## config.mk

```make
export PLATFORM = sky130hd
export DESIGN_NAME = bidir_oc_detect
export DESIGN_NICKNAME = d
export VERILOG_FILES = /design/src/rtl/oc_pkg.sv /design/src/rtl/oc_ctrl.sv /design/src/rtl/oc_dpath.sv /design/src/rtl/bidir_oc_detect.sv
export SDC_FILE = /design/constraint.sdc
export NUM_CORES = 1
export LEC_CHECK = 0
export BUFFER_PORTS_ARGS = -buffer_cell sky130_fd_sc_hd__buf_4
export CAP_MARGIN = 15
export CORE_MARGIN = 2
export CORE_UTILIZATION = 55
export CTS_BUF_LIST = sky130_fd_sc_hd__clkbuf_4 sky130_fd_sc_hd__clkbuf_8 sky130_fd_sc_hd__clkbuf_16
export DETAILED_ROUTE_END_ITERATION = 10
export GPL_TIMING_DRIVEN = 0
export PLACE_DENSITY = 0.74
export SYNTH_ARGS = -nofsm -noshare
export SYNTH_HDL_FRONTEND = slang
export SYNTH_HIERARCHICAL = 1
export SYNTH_SLANG_ARGS = --single-unit
```

## constraint.sdc

```tcl
create_clock -name clk -period 2.7 [get_ports clk]
set_input_delay 0.405 -clock clk [delete_from_list [all_inputs] [get_ports clk]]
set_output_delay 0.405 -clock clk [all_outputs]
set_load 0.02 [all_outputs]
```

## src/rtl/oc_pkg.sv

```systemverilog
package oc_pkg;
  // Strobes passed from the control half to the datapath half.
  typedef struct packed {
    logic evalOpen;   // sampling window open: low side on and blanking expired
    logic clrAll;     // supply not valid: clear all state, force output inactive
  } ctlStrb_t;
endpackage

```

## src/rtl/oc_ctrl.sv

```systemverilog
module oc_ctrl import oc_pkg::*; #(
  parameter int BLANK_CYC = 20
) (
  input  logic     clk,
  input  logic     rstN,
  input  logic     pwrGood,
  input  logic     lowOn,
  output ctlStrb_t strb
);
  localparam int BW = $clog2(BLANK_CYC + 1) + 1;
  localparam logic [BW-1:0] BLANK_END = BW'(BLANK_CYC);

  logic [BW-1:0] blankCnt;

  // Counts edges with the low side on; any low sample restarts the window.
  always_ff @(posedge clk or negedge rstN) begin
    if (!rstN)                   blankCnt <= '0;
    else if (!pwrGood || !lowOn) blankCnt <= '0;
    else if (blankCnt != BLANK_END) blankCnt <= blankCnt + 1'b1;
  end

  assign strb.evalOpen = pwrGood && lowOn && (blankCnt == BLANK_END);
  assign strb.clrAll   = !pwrGood;
endmodule

```

## src/rtl/oc_dpath.sv

```systemverilog
module oc_dpath import oc_pkg::*; #(
  parameter int SYNC_STAGES = 2,
  parameter int QUAL_CNT    = 2,
  parameter int MIN_PULSE   = 10
) (
  input  logic     clk,
  input  logic     rstN,
  input  ctlStrb_t strb,
  input  logic     overHi,
  input  logic     underLo,
  output logic     faultN
);
  localparam int NCH = 2;
  localparam int QW  = $clog2(QUAL_CNT + 1) + 1;
  localparam int SW  = $clog2(MIN_PULSE + 1) + 1;
  localparam logic [QW-1:0] QUAL_END  = QW'(QUAL_CNT);
  localparam logic [SW-1:0] PULSE_LEN = SW'(MIN_PULSE);

  logic [NCH-1:0] rawTrip, tripSync;
  assign rawTrip = {underLo, overHi};

  for (genvar ch = 0; ch < NCH; ch++) begin : gSync
    logic [SYNC_STAGES-1:0] syncReg;
    always_ff @(posedge clk or negedge rstN) begin
      if (!rstN)            syncReg <= '0;
      else if (strb.clrAll) syncReg <= '0;
      else                  syncReg <= {syncReg[SYNC_STAGES-2:0], rawTrip[ch]};
    end
    assign tripSync[ch] = syncReg[SYNC_STAGES-1];
  end

  logic          tripAny;
  logic [QW-1:0] qualCnt;
  logic [SW-1:0] stretchCnt;
  logic          qualified;

  assign tripAny   = |tripSync;
  assign qualified = (qualCnt == QUAL_END);

  // Consecutive open-window trip samples, saturating at the qualify count.
  always_ff @(posedge clk or negedge rstN) begin
    if (!rstN)                                          qualCnt <= '0;
    else if (strb.clrAll || !(strb.evalOpen && tripAny)) qualCnt <= '0;
    else if (!qualified)                                qualCnt <= qualCnt + 1'b1;
  end

  // One-shot stretch, reloaded on every qualified cycle.
  always_ff @(posedge clk or negedge rstN) begin
    if (!rstN)                  stretchCnt <= '0;
    else if (strb.clrAll)       stretchCnt <= '0;
    else if (qualified)         stretchCnt <= PULSE_LEN;
    else if (stretchCnt != '0)  stretchCnt <= stretchCnt - 1'b1;
  end

  assign faultN = strb.clrAll || !(qualified || (stretchCnt != '0));
endmodule

```

## src/rtl/bidir_oc_detect.sv

```systemverilog
module bidir_oc_detect import oc_pkg::*; #(
  parameter int BLANK_CYC   = 20,
  parameter int QUAL_CNT    = 2,
  parameter int MIN_PULSE   = 10,
  parameter int SYNC_STAGES = 2
) (
  input  logic clk,
  input  logic rstN,
  input  logic pwrGood,
  input  logic lowOn,
  input  logic overHi,
  input  logic underLo,
  output logic faultN
);
  ctlStrb_t strb;

  oc_ctrl #(.BLANK_CYC(BLANK_CYC)) uCtrl (
    .clk(clk), .rstN(rstN), .pwrGood(pwrGood), .lowOn(lowOn), .strb(strb)
  );

  oc_dpath #(.SYNC_STAGES(SYNC_STAGES), .QUAL_CNT(QUAL_CNT), .MIN_PULSE(MIN_PULSE)) uDpath (
    .clk(clk), .rstN(rstN), .strb(strb), .overHi(overHi), .underLo(underLo), .faultN(faultN)
  );
endmodule

```

==> results.json, run 1 <==
{
  "outcome": "complete, no violations",
  "post-cts-setup-buffer-count": 0,
  "power.share.switching_pct": 28.8,
  "synth_top_cells_by_area": "sky130_fd_sc_hd__dfrtp_1 (50%), sky130_fd_sc_hd__ha_1 (6.9%), sky130_fd_sc_hd__nor2_1 (3.7%), sky130_fd_sc_hd__inv_1 (2.9%), sky130_fd_sc_hd__xnor2_1 (2.9%)",
  "ant_nets": 0,
  "synth_top_cell_area_share_pct": 49.9,
  "cp-end-kind": "primary output",
  "worst_ep_required_time_ps": 2300,
  "routed_wire_length_per_instance_um": 13.2,
  "post-route-drc-count": 0,
  "internal_power_uw": 502,
  "power_switching_uw": 203,
  "share_clk_of_total_power_pct": 22.7,
  "antenna_found_initial": 0,
  "cts_resizes": 0,
  "layout_common_cells": "sky130_fd_sc_hd__dfrtp_1 (18), sky130_fd_sc_hd__nor2_1 (9), sky130_fd_sc_hd__buf_4 (7), sky130_fd_sc_hd__inv_1 (7)",
  "first_global_vias": 653,
  "powerDensity_nw_per_um2": 696,
  "portBuffers": 6,
  "drt_iter0_markers": 8,
  "global_route.overflow_total": 0,
  "firstDrtPassIters": 4,
  "area.growth.synth_to_final_pct": 12.3,
  "timing.clock.skew_ps": 2.11,
  "mostFrequentLayoutCell": "sky130_fd_sc_hd__dfrtp_1",
  "detailed_place_hpwl_mm": 1.10,
  "final_net_count": 107,
  "globalRouteTotalUtil_pct": 18.7,
  "tightest_slew_ps": 262,
  "max_cap_violations": 0,
  "via_count": 610,
  "yosysWarningCount": 6,
  "placeableCoreArea_um2": 1520,
  "synth_top_flop_cell": "sky130_fd_sc_hd__dfrtp_1",
  "ctsHoldBuffers": 1,
  "hold_viol": 0,
  "number_of_antenna_cells_inserted": 0,
  "start_util_pct": 59.2,
  "vdd.ir_drop.worst_uv": 485,
  "crit_slowest_cell": "sky130_fd_sc_hd__or3b_2",
  "grt_pass1_wl_mm": 2.62,
  "classification_of_the_worst_setup_path": "flop to primary output",
  "slowest_delay_ps": 470,
  "finalCritPeriodShare_pct": 87.0,
  "htree_levels": 1,
  "synth.distinct_cells": 32,
  "detail_route.vias_per_cell": 5.50,
  "yosys.area.top_type": "sky130_fd_sc_hd__dfrtp_1",
  "final_period_minus_worst_setup_slack_ps": 2350,
  "design.portCount": 7,
  "crit_chain": "inv_1 > ha_1 > or3b_2 > nor2_1 > a21o_1 > buf_4",
  "clk_path_buf_depth": 2,
  "synth_nets": 95,
  "part_of_the_total_power_dissipated_in_combinational_logic_pct": 31.8,
  "detail_route.wirelength_mm": 1.47,
  "pin_count_of_the_biggest_net_entering_global_routing": 19,
  "synth_cells": 84,
  "leak_uw": 0.000489,
  "synth-edff-count": 0,
  "number_of_core_rows": 14,
  "root_buffer": "sky130_fd_sc_hd__clkbuf_4",
  "fmaxAchievable_ghz": 0.426,
  "max-slew-margin-rel_pct": 82.5,
  "floorplan.die.height_um": 44.5,
  "gp_congestion": 0.743,
  "avg_synthesized_cell_area_um2": 10.7,
  "unrepaired_setup_endpoints_after_global_routing": "no",
  "critPathArrivalTime_ps": 1940,
  "sequentialPowerShare_pct": 45.5,
  "cts.reportedPaths.clkPinSlew_ps": 100,
  "clock-sinks": 18,
  "die_x_um": 44.5,
  "ys_async_sr_fraction_pct": 100,
  "setup-violations-final": 0,
  "hold_ws_ps": 343,
  "hold_path.class": "input pin to flop",
  "finalMaxSlewViolations": 0,
  "mappedNetlistArea_um2": 902,
  "synth_sequential_area_ratio_pct": 49.9,
  "yosys_register_bits": 18,
  "layout-drive-gt1-share_pct": 18.9,
  "finalSetupTns_ps": 0,
  "cp_max_fo": 4,
  "cts_buffers": 3,
  "cts_tree": "yes",
  "clk-insertion-delay-late_ps": 280,
  "crit_path_start_kind": "flop",
  "dieArea_um2": 1980
}
## state kept, by name, indices dropped and copies added, names as in the netlist
signal / cells
uCtrl/blankCnt: 6
uDpath/gSync.syncReg: 4
uDpath/qualCnt: 3
uDpath/stretchCnt: 5
## kinds of logic (layout without fill, tap and decap cells)
| kind of cell | count (synthesis) | count (layout) | synth area share (%) |
|---|---|---|---|
| AO/OA/AOI/OAI | 13 | 13 | 11.2 |
| XOR/XNOR | 4 | 4 | 3.88 |
| adder cells (fa/ha/maj) | 5 | 5 | 6.93 |
| buffers and inverters | 8 | 19 | 3.75 |
| flip-flops | 18 | 18 | 49.9 |
| multiplexers | 1 | 1 | 1.11 |
| AND/OR/NAND/NOR | 35 | 35 | 23.2 |
## layer usage
metal	GRT usage [%]	part of all wire [%]	vias up
li1	-	-	309
met2	31.9	52	5
met4	9.09	1.2	0
met5	0	0	-
met3	3.67	2.5	2
met1	22.3	44	294
## final timing paths
kind	from	cells past startpoint	slack (ps)	endpoint
max	uDpath/stretchCnt[1]	6	350	faultN
min	overHi	2	340	uDpath/gSync[0].syncReg[0]
max reg2reg	uDpath/stretchCnt[1]	5	1000	uDpath/stretchCnt[1]
min reg2reg	uDpath/gSync[1].syncReg[0]	1	480	uDpath/gSync[1].syncReg[1]
max in group asynchronous	rstN	2	2010	uDpath/gSync[0].syncReg[0]
min in group asynchronous	rstN	2	510	uDpath/qualCnt[0]
## worst max-delay path: cells and delay by family, from the launching register on
kind,cells,cell delay (ps)
and+or+nand+nor,2,680
DFF,1,390
buffers and inverters,2,220
adders and majority gates,1,220
AOI/OAI and AO/OA,1,150
## stage by stage
stage / power, uW / utilization [%] / cell area [um2] / setup WS, ps / std cells
after floorplan: 499 / - / 902 / 795 / 84
after global placement: 540 / 63.5 / 967 / 692 / 106
after detailed placement: 550 / 63.5 / 967 / 662 / 106
after CTS: 714 / 66.5 / 1010 / 333 / 111
after global routing: 751 / 66.5 / 1010 / 202 / 111
final: 705 / 66.5 / 1010 / 350 / 111
## layout make-up
cell class | count | area [um2]
inverters | 7 | 26.3
multi-input cells | 58 | 418
fillers | 112 | 510
well taps | 16 | 20.0
flip-flops and latches | 18 | 450
repair buffers | 7 | 55.1
plain buffers | 1 | 7.51
clock buffers | 4 | 36.3
## synthesized netlist by cell type (2+ instances only)
master,n
sky130_fd_sc_hd__dfrtp_1,18
sky130_fd_sc_hd__nor2_1,9
sky130_fd_sc_hd__inv_1,7
sky130_fd_sc_hd__ha_1,5
sky130_fd_sc_hd__nand2_1,5
sky130_fd_sc_hd__nor2b_1,4
sky130_fd_sc_hd__nor3_1,4
sky130_fd_sc_hd__nand2b_1,3
sky130_fd_sc_hd__xnor2_1,3
sky130_fd_sc_hd__a21oi_1,2
sky130_fd_sc_hd__a31oi_1,2
sky130_fd_sc_hd__o211ai_1,2
## power by group through the flow
| stage | clock network [uW] | registers (uW) | logic, uW |
|---|---|---|---|
| after floorplan | 0 | 319 | 180 |
| after global placement | 0 | 325 | 216 |
| after detailed placement | 0 | 325 | 225 |
| after CTS | 166 | 321 | 227 |
| after global routing | 179 | 325 | 247 |
| final | 160 | 321 | 225 |
Note: power is estimated with default switching activity, not from simulation.
==> inputs of run 2 (changes only) <==
--- a/config.mk
+++ b/config.mk
@@ -7,7 +7,6 @@
 export LEC_CHECK = 0
 export BUFFER_PORTS_ARGS = -buffer_cell sky130_fd_sc_hd__buf_4
 export CAP_MARGIN = 15
-export CORE_MARGIN = 2
 export CORE_UTILIZATION = 55
 export CTS_BUF_LIST = sky130_fd_sc_hd__clkbuf_4 sky130_fd_sc_hd__clkbuf_8 sky130_fd_sc_hd__clkbuf_16
 export DETAILED_ROUTE_END_ITERATION = 10
==> results.json, run 2 (synthesis gave the netlist of run 1 again) <==
{
  "area.sequential_um2": 450,
  "groute.layer.met2.usage_pct": 35.4,
  "cp.depth": 6,
  "part_of_the_total_power_dissipated_in_combinational_logic_pct": 31.7,
  "leak_uw": 0.000489,
  "grt_pass1_wl_mm": 2.61,
  "root_buffer": "sky130_fd_sc_hd__clkbuf_4",
  "via_count": 630,
  "vdd.ir_drop.worst_uv": 457,
  "layout-drive-gt1-share_pct": 18.9,
  "critPathArrivalTime_ps": 1950,
  "worstHoldPathCells": 2,
  "cp_max_fo": 4,
  "detail_route.wirelength_mm": 1.52,
  "worst_ep_required_time_ps": 2300,
  "timing.clock.skew_ps": 2.26,
  "number_of_core_rows": 14,
  "first_global_vias": 627,
  "hold_path.class": "input pin to flop",
  "dieArea_um2": 1810,
  "sequentialPowerShare_pct": 45.2,
  "grt.met1_usage_pct": 21.3,
  "drt_iter0_markers": 9,
  "utilization_pct": 66.5,
  "powerDensity_nw_per_um2": 699,
  "portBuffers": 6,
  "busiest_layer": "met2",
  "routed_wire_length_per_instance_um": 13.7,
  "global_route.overflow_total": 0,
  "max_cap_violations": 0,
  "cts_tree": "yes",
  "crit_slowest_cell": "sky130_fd_sc_hd__or3b_2",
  "detail_route.vias_per_cell": 5.68,
  "tightest_slew_ps": 266,
  "pin_count_of_the_biggest_net_entering_global_routing": 19,
  "internal_power_uw": 503,
  "antenna_found_initial": 0,
  "htree_levels": 1,
  "reg.largest.list": "uCtrl/blankCnt x6, uDpath/stretchCnt x5, uDpath/gSync.syncReg x4",
  "area.growth.synth_to_final_pct": 12.3,
  "slowest_delay_ps": 470,
  "post-route-drc-count": 0,
  "firstDrtPassIters": 4,
  "finalSetupTns_ps": 0,
  "globalRouteTotalUtil_pct": 21.0,
  "final_net_count": 107,
  "finalMaxSlewViolations": 0,
  "cp-end-kind": "primary output",
  "max_flop_register": "uCtrl/blankCnt",
  "groute.layer.met3.usage_pct": 8.62,
  "design.portCount": 7,
  "clk-insertion-delay-late_ps": 300,
  "min_delay_worst_endpoint": "uDpath/gSync[1].syncReg[0]",
  "start_util_pct": 59.2,
  "final_period_minus_worst_setup_slack_ps": 2360,
  "setup-violations-final": 0,
  "multi_input_area_um2": 418,
  "floorplan.die.height_um": 42.5,
  "rr_endpoint": "uDpath/stretchCnt[1]",
  "clk_path_buf_depth": 2,
  "classification_of_the_worst_setup_path": "flop to primary output",
  "worst_r2r_path_depth": 5,
  "post-cts-setup-buffer-count": 0,
  "cts.reportedPaths.clkPinSlew_ps": 100,
  "cp.buffers_inverters": 2,
  "min_from": "underLo",
  "mostFrequentLayoutCell": "sky130_fd_sc_hd__dfrtp_1",
  "layout_common_cells": "sky130_fd_sc_hd__dfrtp_1 (18), sky130_fd_sc_hd__nor2_1 (9), sky130_fd_sc_hd__buf_4 (7), sky130_fd_sc_hd__inv_1 (7)",
  "fmaxAchievable_ghz": 0.424,
  "placeableCoreArea_um2": 1520,
  "r2r_setup_slack_ps": 1000,
  "outcome": "complete, no violations",
  "max-slew-margin-rel_pct": 82.3,
  "largest_register_ff_count": 6,
  "power_switching_uw": 205,
  "crit_path_start_kind": "flop",
  "worst_path_dominant_cell_family": "simple AND/OR/NAND/NOR gates",
  "filler_cell_count": 125,
  "gp_congestion": 0.762,
  "cts_buffers": 3,
  "detailed_place_hpwl_mm": 1.06,
  "clock-sinks": 18,
  "number_of_antenna_cells_inserted": 0,
  "ant_nets": 0,
  "share_clk_of_total_power_pct": 23.1,
  "crit_chain": "inv_1 > ha_1 > or3b_2 > nor2_1 > a21o_1 > buf_4",
  "finalCritPeriodShare_pct": 87.4,
  "hold_viol": 0,
  "power.share.switching_pct": 29.0,
  "worstReg2RegStart": "uDpath/stretchCnt[1]",
  "die_x_um": 42.5,
  "unrepaired_setup_endpoints_after_global_routing": "no"
}
[run 2: cell counts in the layout (fill, tap and decap cells not counted)]
No cell type changed its count.
[run 2: worst register-to-register path, stage by stage, from the launching register on]
cell and delay [ps]:
sky130_fd_sc_hd__dfrtp_1 390, sky130_fd_sc_hd__inv_1 90, sky130_fd_sc_hd__ha_1 220, sky130_fd_sc_hd__or4b_4 500
sky130_fd_sc_hd__and3_4 200, sky130_fd_sc_hd__a311oi_2 220
[run 2: worst max path at each step]
stage                   to  slack, ps                 start
finish              faultN        340  uDpath/stretchCnt[1]
global route        faultN        180  uDpath/stretchCnt[1]
CTS                 faultN        310  uDpath/stretchCnt[0]
detailed placement  faultN        660  uDpath/stretchCnt[0]
global placement    faultN        690  uDpath/stretchCnt[1]
floorplan           faultN        800  uDpath/stretchCnt[0]
[run 2: stage by stage]
stage	power, uW	cells	area (um2)	hold WS, ps	setup WS (ps)
detailed placement	550	106	967	284	659
global route	756	111	1010	301	176
global placement	540	106	967	283	692
finish	708	111	1010	319	341
CTS	719	111	1010	312	314
floorplan	499	84	902	109	795
[run 2: power by group through the flow]
stage	Combinational [uW]	Sequential [uW]	Clock [uW]
2_1_floorplan	180	319	0
3_3_place_gp	216	325	0
3_5_place_dp	225	325	0
4_1_cts	227	320	171
5_1_grt	249	323	184
6_report	225	320	164
[run 2: layout make-up]
| type | count | area share [%] |
|---|---|---|
| Sequential cell | 18 | 44.4 |
| Timing Repair Buffer | 7 | 5.43 |
| Inverter | 7 | 2.59 |
| Clock buffer | 4 | 3.58 |
| Buffer | 1 | 0.741 |
| Tap cell | 16 | 1.98 |
| Multi-Input combinational cell | 58 | 41.2 |
[run 2: timing repair]
action	CTS	global route
endpoints found under the hold margin	18	0
resized for setup	0	0
endpoints found under the setup margin	0	0
hold buffers	1	0
[run 2: metal layers]
layer	part of all wire (%)	vias to the layer above	routed length, um
met2	50	16	759
met5	0	-	0
met3	5.4	8	83
met4	3.7	0	57
met1	41	295	622
li1	-	311	-
